## config.mk

```make
export PLATFORM = sky130hd
export DESIGN_NAME = flash_pe_guard
export DESIGN_NICKNAME = d
export VERILOG_FILES = /design/src/rtl/fpg_pkg.sv /design/src/rtl/fpg_sequencer.sv /design/src/rtl/fpg_latch_bank.sv /design/src/rtl/fpg_test_reg.sv /design/src/rtl/fpg_wake_timer.sv /design/src/rtl/flash_pe_guard.sv
export SDC_FILE = /design/constraint.sdc
export NUM_CORES = 1
export LEC_CHECK = 0
export BUFFER_PORTS_ARGS = -buffer_cell sky130_fd_sc_hd__buf_2
export CORE_ASPECT_RATIO = 0.8
export CORE_MARGIN = 2
export CORE_UTILIZATION = 49
export CTS_CLUSTER_SIZE = 24
export DETAILED_ROUTE_END_ITERATION = 12
export PLACE_DENSITY = 0.91
export SYNTH_ARGS = -nofsm -noshare
export SYNTH_HDL_FRONTEND = slang
export SYNTH_SLANG_ARGS = --single-unit
```

## constraint.sdc

```tcl
create_clock -name clk -period 3.65 [get_ports clk]
set_input_delay 0.365 -clock clk [delete_from_list [all_inputs] [get_ports clk]]
set_output_delay 0.365 -clock clk [all_outputs]
set_load 0.03 [all_outputs]
```

## src/rtl/fpg_pkg.sv

```systemverilog
// Shared encodings for the flash program/erase guard.
// Assumes a 4-bit control field in the low bits of the write data.
package fpg_pkg;
    typedef enum logic [1:0] {
        SQ_IDLE    = 2'd0,
        SQ_ARMED   = 2'd1,
        SQ_WRITTEN = 2'd2,
        SQ_PULSE   = 2'd3
    } seq_state_e;

    localparam int CB_FIRE  = 0;
    localparam int CB_ARM   = 1;
    localparam int CB_ERASE = 2;
    localparam int CB_DLY   = 3;
    localparam int CTRL_W   = 4;

    localparam logic [1:0] SEL_CTRL  = 2'd0;
    localparam logic [1:0] SEL_LATCH = 2'd1;
    localparam logic [1:0] SEL_TEST  = 2'd2;
endpackage

```

## src/rtl/fpg_sequencer.sv

```systemverilog
// Write-order sequencer: owns the state, erase and delay bits and decides
// which control and latch writes are accepted.
// Assumes at most one of ctrl_wr / latch_wr is high in a cycle.
module fpg_sequencer
    import fpg_pkg::*;
(
    input  logic              clk,
    input  logic              rst_n,
    input  logic              ctrl_wr,
    input  logic [CTRL_W-1:0] ctrl_wdata,
    input  logic              latch_wr,
    input  logic              latch_in_win,
    input  logic              halt_req,
    output seq_state_e        state_o,
    output logic              erase_o,
    output logic              dly_o,
    output logic              latch_take,
    output logic              rej
);
    seq_state_e state_q, state_n;
    logic       erase_q, erase_n, dly_q, dly_n;
    logic       armed, firing, valid;

    assign armed  = (state_q != SQ_IDLE);
    assign firing = (state_q == SQ_PULSE);
    assign valid  = (state_q == SQ_WRITTEN) || firing;

    // Next-state decision for control writes, latch writes and stop requests.
    always_comb begin
        state_n    = state_q;
        erase_n    = erase_q;
        dly_n      = dly_q;
        latch_take = 1'b0;
        rej        = 1'b0;
        if (ctrl_wr) begin
            dly_n = ctrl_wdata[CB_DLY];
            if (firing) begin
                if ((ctrl_wdata[CB_ARM] != armed) || (ctrl_wdata[CB_ERASE] != erase_q))
                    rej = 1'b1;
                if (!ctrl_wdata[CB_FIRE])
                    state_n = SQ_WRITTEN;
            end else begin
                erase_n = ctrl_wdata[CB_ERASE];
                if (!ctrl_wdata[CB_ARM]) begin
                    state_n = SQ_IDLE;
                    rej     = ctrl_wdata[CB_FIRE];
                end else if (!armed) begin
                    state_n = SQ_ARMED;
                    rej     = ctrl_wdata[CB_FIRE];
                end else if (ctrl_wdata[CB_FIRE]) begin
                    if (valid && !halt_req)
                        state_n = SQ_PULSE;
                    else
                        rej = 1'b1;
                end
            end
        end
        if (latch_wr) begin
            if (armed && !firing && latch_in_win) begin
                latch_take = 1'b1;
                state_n    = SQ_WRITTEN;
            end else begin
                rej = 1'b1;
            end
        end
        if (halt_req && state_n == SQ_PULSE)
            state_n = SQ_WRITTEN;
    end

    // State and control bit registers.
    always_ff @(posedge clk) begin
        if (!rst_n) begin
            state_q <= SQ_IDLE;
            erase_q <= 1'b0;
            dly_q   <= 1'b0;
        end else begin
            state_q <= state_n;
            erase_q <= erase_n;
            dly_q   <= dly_n;
        end
    end

    assign state_o = state_q;
    assign erase_o = erase_q;
    assign dly_o   = dly_q;


    pulse_entry_chk: assert property (@(posedge clk) disable iff (!rst_n)
        (state_q != SQ_WRITTEN && state_q != SQ_PULSE) |=> (state_q != SQ_PULSE));

    erase_frozen_chk: assert property (@(posedge clk) disable iff (!rst_n)
        (state_q == SQ_PULSE) |=> $stable(erase_q));

    halt_stop_chk: assert property (@(posedge clk) disable iff (!rst_n)
        halt_req |=> (state_q != SQ_PULSE));

    disarm_chk: assert property (@(posedge clk) disable iff (!rst_n)
        (ctrl_wr && !ctrl_wdata[CB_ARM] && state_q != SQ_PULSE) |=> (state_q == SQ_IDLE));
endmodule

```

## src/rtl/fpg_latch_bank.sv

```systemverilog
// Programming address/data latches with the flash window compare.
// Assumes the sequencer alone decides when a write is stored (take).
module fpg_latch_bank #(
    parameter int              AW     = 16,
    parameter int              DW     = 16,
    parameter logic [AW-1:0]   WIN_LO = 16'h8000,
    parameter logic [AW-1:0]   WIN_HI = 16'hBFFF
) (
    input  logic          clk,
    input  logic          rst_n,
    input  logic [AW-1:0] wr_addr,
    input  logic [DW-1:0] wr_data,
    input  logic          take,
    output logic          in_win,
    output logic [AW-1:0] addr_q,
    output logic [DW-1:0] data_q
);
    // Window compare on the incoming address.
    always_comb in_win = (wr_addr >= WIN_LO) && (wr_addr <= WIN_HI);

    // Latch storage, written only on an accepted latch write.
    always_ff @(posedge clk) begin
        if (!rst_n) begin
            addr_q <= '0;
            data_q <= '0;
        end else if (take) begin
            addr_q <= wr_addr;
            data_q <= wr_data;
        end
    end
endmodule

```

## src/rtl/fpg_test_reg.sv

```systemverilog
// Test register writable only in special test mode, cleared outside it.
// Assumes test_mode is synchronous to clk.
module fpg_test_reg #(
    parameter int TW = 4
) (
    input  logic          clk,
    input  logic          rst_n,
    input  logic          test_mode,
    input  logic          wr,
    input  logic [TW-1:0] wdata,
    output logic [TW-1:0] test_q,
    output logic          rej
);
    // A test write outside test mode is refused.
    always_comb rej = wr && !test_mode;

    // Register update, forced to zero whenever test mode is off.
    always_ff @(posedge clk) begin
        if (!rst_n || !test_mode)
            test_q <= '0;
        else if (wr)
            test_q <= wdata;
    end


    test_clear_chk: assert property (@(posedge clk) disable iff (!rst_n)
        !test_mode |=> (test_q == '0));
endmodule

```

## src/rtl/fpg_wake_timer.sv

```systemverilog
// Stop-recovery timer: holds ready low during a stop request and for a
// chosen number of cycles after it ends. Assumes WAKE_SHORT >= 1.
module fpg_wake_timer #(
    parameter int WAKE_SHORT = 1,
    parameter int WAKE_LONG  = 4
) (
    input  logic clk,
    input  logic rst_n,
    input  logic halt_req,
    input  logic dly,
    output logic ready
);
    localparam int CW = $clog2(WAKE_LONG + 1);
    logic [CW-1:0] cnt_q;

    // Reload while halted, count down after release.
    always_ff @(posedge clk) begin
        if (!rst_n)
            cnt_q <= '0;
        else if (halt_req)
            cnt_q <= dly ? CW'(WAKE_LONG) : CW'(WAKE_SHORT);
        else if (cnt_q != '0)
            cnt_q <= cnt_q - 1'b1;
    end

    assign ready = !halt_req && (cnt_q == '0);


    wake_hold_chk: assert property (@(posedge clk) disable iff (!rst_n)
        $fell(halt_req) |-> !ready);
endmodule

```

## src/rtl/flash_pe_guard.sv

```systemverilog
// Top of the flash program/erase guard: decodes bus writes, ties the
// sequencer, latches, test register and wake timer together and gates the
// high-voltage enable. Assumes one write per cycle selected by wr_sel.
module flash_pe_guard
    import fpg_pkg::*;
#(
    parameter int            AW         = 16,
    parameter int            DW         = 16,
    parameter int            TW         = 4,
    parameter logic [AW-1:0] WIN_LO     = 16'h8000,
    parameter logic [AW-1:0] WIN_HI     = 16'hBFFF,
    parameter int            WAKE_SHORT = 1,
    parameter int            WAKE_LONG  = 4
) (
    input  logic          clk,
    input  logic          rst_n,
    input  logic          wr_en,
    input  logic [1:0]    wr_sel,
    input  logic [AW-1:0] wr_addr,
    input  logic [DW-1:0] wr_data,
    input  logic          vpp_ok,
    input  logic          halt_req,
    input  logic          test_mode,
    output logic          pe_drive,
    output logic          erase_mode,
    output logic          arm_q,
    output logic          fire_q,
    output logic          dly_q,
    output logic [1:0]    seq_state,
    output logic [AW-1:0] latch_addr,
    output logic [DW-1:0] latch_data,
    output logic [TW-1:0] test_bits,
    output logic          ready,
    output logic          refused
);
    logic       ctrl_wr, latch_wr, test_wr;
    logic       in_win, take, seq_rej, tst_rej;
    seq_state_e st;

    // Write target decode.
    always_comb begin
        ctrl_wr  = wr_en && (wr_sel == SEL_CTRL);
        latch_wr = wr_en && (wr_sel == SEL_LATCH);
        test_wr  = wr_en && (wr_sel == SEL_TEST);
    end

    fpg_sequencer u_seq (
        .clk(clk), .rst_n(rst_n), .ctrl_wr(ctrl_wr),
        .ctrl_wdata(wr_data[CTRL_W-1:0]), .latch_wr(latch_wr),
        .latch_in_win(in_win), .halt_req(halt_req), .state_o(st),
        .erase_o(erase_mode), .dly_o(dly_q), .latch_take(take), .rej(seq_rej)
    );

    fpg_latch_bank #(.AW(AW), .DW(DW), .WIN_LO(WIN_LO), .WIN_HI(WIN_HI)) u_lat (
        .clk(clk), .rst_n(rst_n), .wr_addr(wr_addr), .wr_data(wr_data),
        .take(take), .in_win(in_win), .addr_q(latch_addr), .data_q(latch_data)
    );

    fpg_test_reg #(.TW(TW)) u_tst (
        .clk(clk), .rst_n(rst_n), .test_mode(test_mode), .wr(test_wr),
        .wdata(wr_data[TW-1:0]), .test_q(test_bits), .rej(tst_rej)
    );

    fpg_wake_timer #(.WAKE_SHORT(WAKE_SHORT), .WAKE_LONG(WAKE_LONG)) u_wake (
        .clk(clk), .rst_n(rst_n), .halt_req(halt_req), .dly(dly_q), .ready(ready)
    );

    assign seq_state = st;
    assign arm_q     = (st != SQ_IDLE);
    assign fire_q    = (st == SQ_PULSE);
    assign pe_drive  = fire_q && vpp_ok && !halt_req;

    // One-cycle refusal strobe.
    always_ff @(posedge clk) begin
        if (!rst_n) refused <= 1'b0;
        else        refused <= seq_rej || tst_rej;
    end


    latch_frozen_chk: assert property (@(posedge clk) disable iff (!rst_n)
        (st == SQ_PULSE) |=> ($stable(latch_addr) && $stable(latch_data)));

    refused_cause_chk: assert property (@(posedge clk) disable iff (!rst_n)
        refused |-> $past(wr_en));
endmodule

```

==> impl_metrics.py <==
metrics = {
    "status": {
        "outcome": "finished clean",
    },
    "floorplan": {
        "dieArea_um2": 4170,
        "die_y_um": 58.1,
        "io_pins": 85,
        "rows": 19,
        "start_util": 0.517,
        "chipWidth_um": 71.7,
        "core_um2": 3470,
    },
    "synth": {
        "syn_area_um2": 1800,
        "yosysSeqAreaShare": 0.491,
        "synth_nets": 269,
        "yosysWarnings": 0,
        "yosysUniqueCellTypes": 31,
        "syn_inst": 224,
        "synth_area_per_cell_um2": 8.02,
        "synth-seq-cells": 44,
    },
    "power": {
        "p_per_area_nw_per_um2": 377,
        "p_seq_frac": 0.559,
        "p_int_mw": 0.672,
        "pwr-share-clk": 0.344,
        "p_leak_nw": 1.09,
        "p_total_mw": 0.875,
        "p_comb_frac": 0.097,
        "irDropWorstVdd_mv": 0.253,
        "p_sw_frac": 0.232,
        "p_sw_mw": 0.203,
    },
    "setup_path": {
        "rrSetupSlack_ns": 1.62,
        "cpPeakStageDelay_ns": 0.40,
        "start_kind": "flop",
        "cp.required_ns": 3.86,
        "r2r_cells": 7,
        "critPathArrivalTime_ns": 2.24,
        "startpoint": "u_seq.state_o[0]",
        "crit_type": "reg -> reg",
        "path_cells": "inv_1 -> ha_1 -> and3b_1 -> nand3_1 -> buf_4 -> nand2_1 -> a21oi_1",
        "timing.rr.start": "u_seq.state_o[0]",
        "cp_max_fo": 21,
        "crit_path_top_delay_cell": "dfxtp_1",
        "endpoint": "u_lat.data_q[11]",
        "end_kind": "flop",
        "r2r_end": "u_lat.data_q[11]",
    },
    "timing": {
        "maxClockFrequency_mhz": 493,
        "whs_ns": 0.313,
        "maxSlewViolCount": 0,
        "tightest_slew_ns": 0.612,
        "skew_ns": 0.00818,
        "setup_ws_ns": 1.62,
        "setup_tns_ns": 0,
        "rsz0062_at_grt": "no",
        "fin_crit_sh": 0.556,
        "slew_headroom": 0.592,
        "min_period_ns": 2.03,
        "final-setup-viol-count": 0,
        "hold_viol_final": 0,
    },
    "flow_run": {
        "max_cap_viol_count": 0,
    },
    "final_layout": {
        "final_util": 0.669,
        "fin_cells": 347,
        "drive_gt1_frac": 0.318,
        "syn2layout_area_growth_pct": 29.3,
        "fin_nets": 349,
        "diodes": 0,
        "design_area_um2": 2320,
        "final_common_cell": "buf_2",
        "layout.cells.most_common_list": "buf_2, nand2_1, dfxtp_1, a21oi_1, nor2_1",
    },
    "detailed_routing": {
        "drt_pass1_iterations": 4,
        "drc": 0,
        "drt_iter0_markers": 80,
        "via_count": 1760,
        "vias_per_cell": 5.07,
        "detail-route-antenna-nets": 0,
        "wl_um": 4200,
        "wl_per_cell_um": 12.1,
    },
    "grt": {
        "grt_max_degree": 38,
        "grt-ovfl-total": 0,
        "antenna_found_initial": 0,
        "grt_pass1_vias": 1520,
        "grt_use_total": 0.202,
        "grt_pass1_wl_um": 6730,
    },
    "placed_design": {
        "hpwlAfterDp_um": 3110,
        "post-place-ws_ns": 1.65,
        "gp_congestion": 0.884,
        "port_buffers": 84,
        "placed_area_um2": 2230,
        "placed_cells": 339,
    },
    "clock_network": {
        "clkTransAtPathRegs_ns": 0.08,
        "clock_sinks": 44,
        "postCtsSetupBuffers": 0,
        "insertion_delay_ns": 0.28,
        "cts_root_buf": "clkbuf_8",
        "cts_inserted_buffers": 5,
        "clk_path_buf_depth": 2,
        "cts_hold_buf": 0,
        "post_cts_resized": 0,
        "cts_tree": "done",
        "cts_htree_levels": 2,
    },
    "min_path": {
        "worstHoldPathType": "in -> reg",
        "holdPathStages": 3,
    },
}
==> per-layer routing <==
layer  vias up  GRT usage  wire length [um]
met1       789      0.277              1900
met3         2     0.0539               377
met4         0     0.0243                16
met2        72      0.332              1900
met5         -          0                 0
li1        897          -                 -
==> area by class of cell <==
| type | instances | area, um2 |
|---|---|---|
| clock buffers | 6 | 82.6 |
| clock inverters | 2 | 10.0 |
| fillers | 320 | 1150 |
| inverters | 7 | 26.3 |
| multi-input cells | 160 | 835 |
| flip-flops and latches | 44 | 881 |
| well taps | 42 | 52.6 |
| repair buffers | 86 | 435 |
==> Yosys cell counts (all sizes together) <==
cell     count  area [um2]
nor2b        4        25.0
nand4bb      1        11.3
a41oi        1        8.76
mux2i        3        30.0
nor3b        3        22.5
a221oi       1        15.0
inv          7        26.3
buf          4        20.0
nand2       67         251
nand2b       2        12.5
o211ai       2        15.0
nor3         1        5.00
clkbuf       9        33.8
a21oi       36         180
nor2        15        56.3
nand3        3        15.0
o311a        1        10.0
o41ai        1        8.76
xor2         1        8.76
o21ai        3        18.8
nand3b       1        7.51
ha           5        62.6
xnor2        2        17.5
or3b         1        8.76
a2111oi      1        8.76
and3b        1        8.76
dfxtp       44         881
and3         3        18.8
o21a         1        7.51
==> kinds of logic after synthesis <==
family,synth area share
AND/OR/NAND/NOR,0.247
AO/OA/AOI/OAI,0.152
flip-flops,0.491
XOR/XNOR,0.0146
adder cells (fa/ha/maj),0.0348
multiplexers,0.0167
buffers and inverters,0.0446
==> worst min-delay path by stage <==
stage                                from               end  slack [ns]
after global routing          wr_addr[13]  u_lat.addr_q[13]        0.31
final                          wr_data[8]   u_lat.data_q[8]        0.31
after global placement    u_lat.addr_q[7]   u_lat.addr_q[7]        0.44
after detailed placement  u_lat.addr_q[7]   u_lat.addr_q[7]        0.45
after floorplan           u_wake.cnt_q[1]   u_wake.cnt_q[1]        0.48
after CTS                      wr_data[4]   u_lat.data_q[4]        0.31
==> power by group through the flow <==
stage / Clock [mW] / Combinational, mW / Sequential, mW
after floorplan: 0 / 0.0413 / 0.507
after global placement: 0 / 0.0825 / 0.500
after detailed placement: 0 / 0.0844 / 0.501
after CTS: 0.309 / 0.0848 / 0.489
after global routing: 0.332 / 0.0928 / 0.490
final: 0.301 / 0.0847 / 0.489
==> worst max-delay path: cells and delay by family, from the launching register on <==
| family | cells | cell delay [ns] |
|---|---|---|
| flip-flops | 1 | 0.40 |
| buffers and inverters | 2 | 0.44 |
| adder cells (fa/ha/maj) | 1 | 0.31 |
| AND/OR/NAND/NOR | 3 | 0.64 |
| AO/OA/AOI/OAI | 1 | 0.16 |
==> registers in the layout, summed over array words and instances, names as in the netlist <==
register and count:
u_lat.data_q 16, u_lat.addr_q 16, u_seq.state_o 2, refused 1
u_seq.dly_o 1, u_seq.erase_o 1, u_tst.test_q 4, u_wake.cnt_q 3
Power figures use the tool's default switching activity.
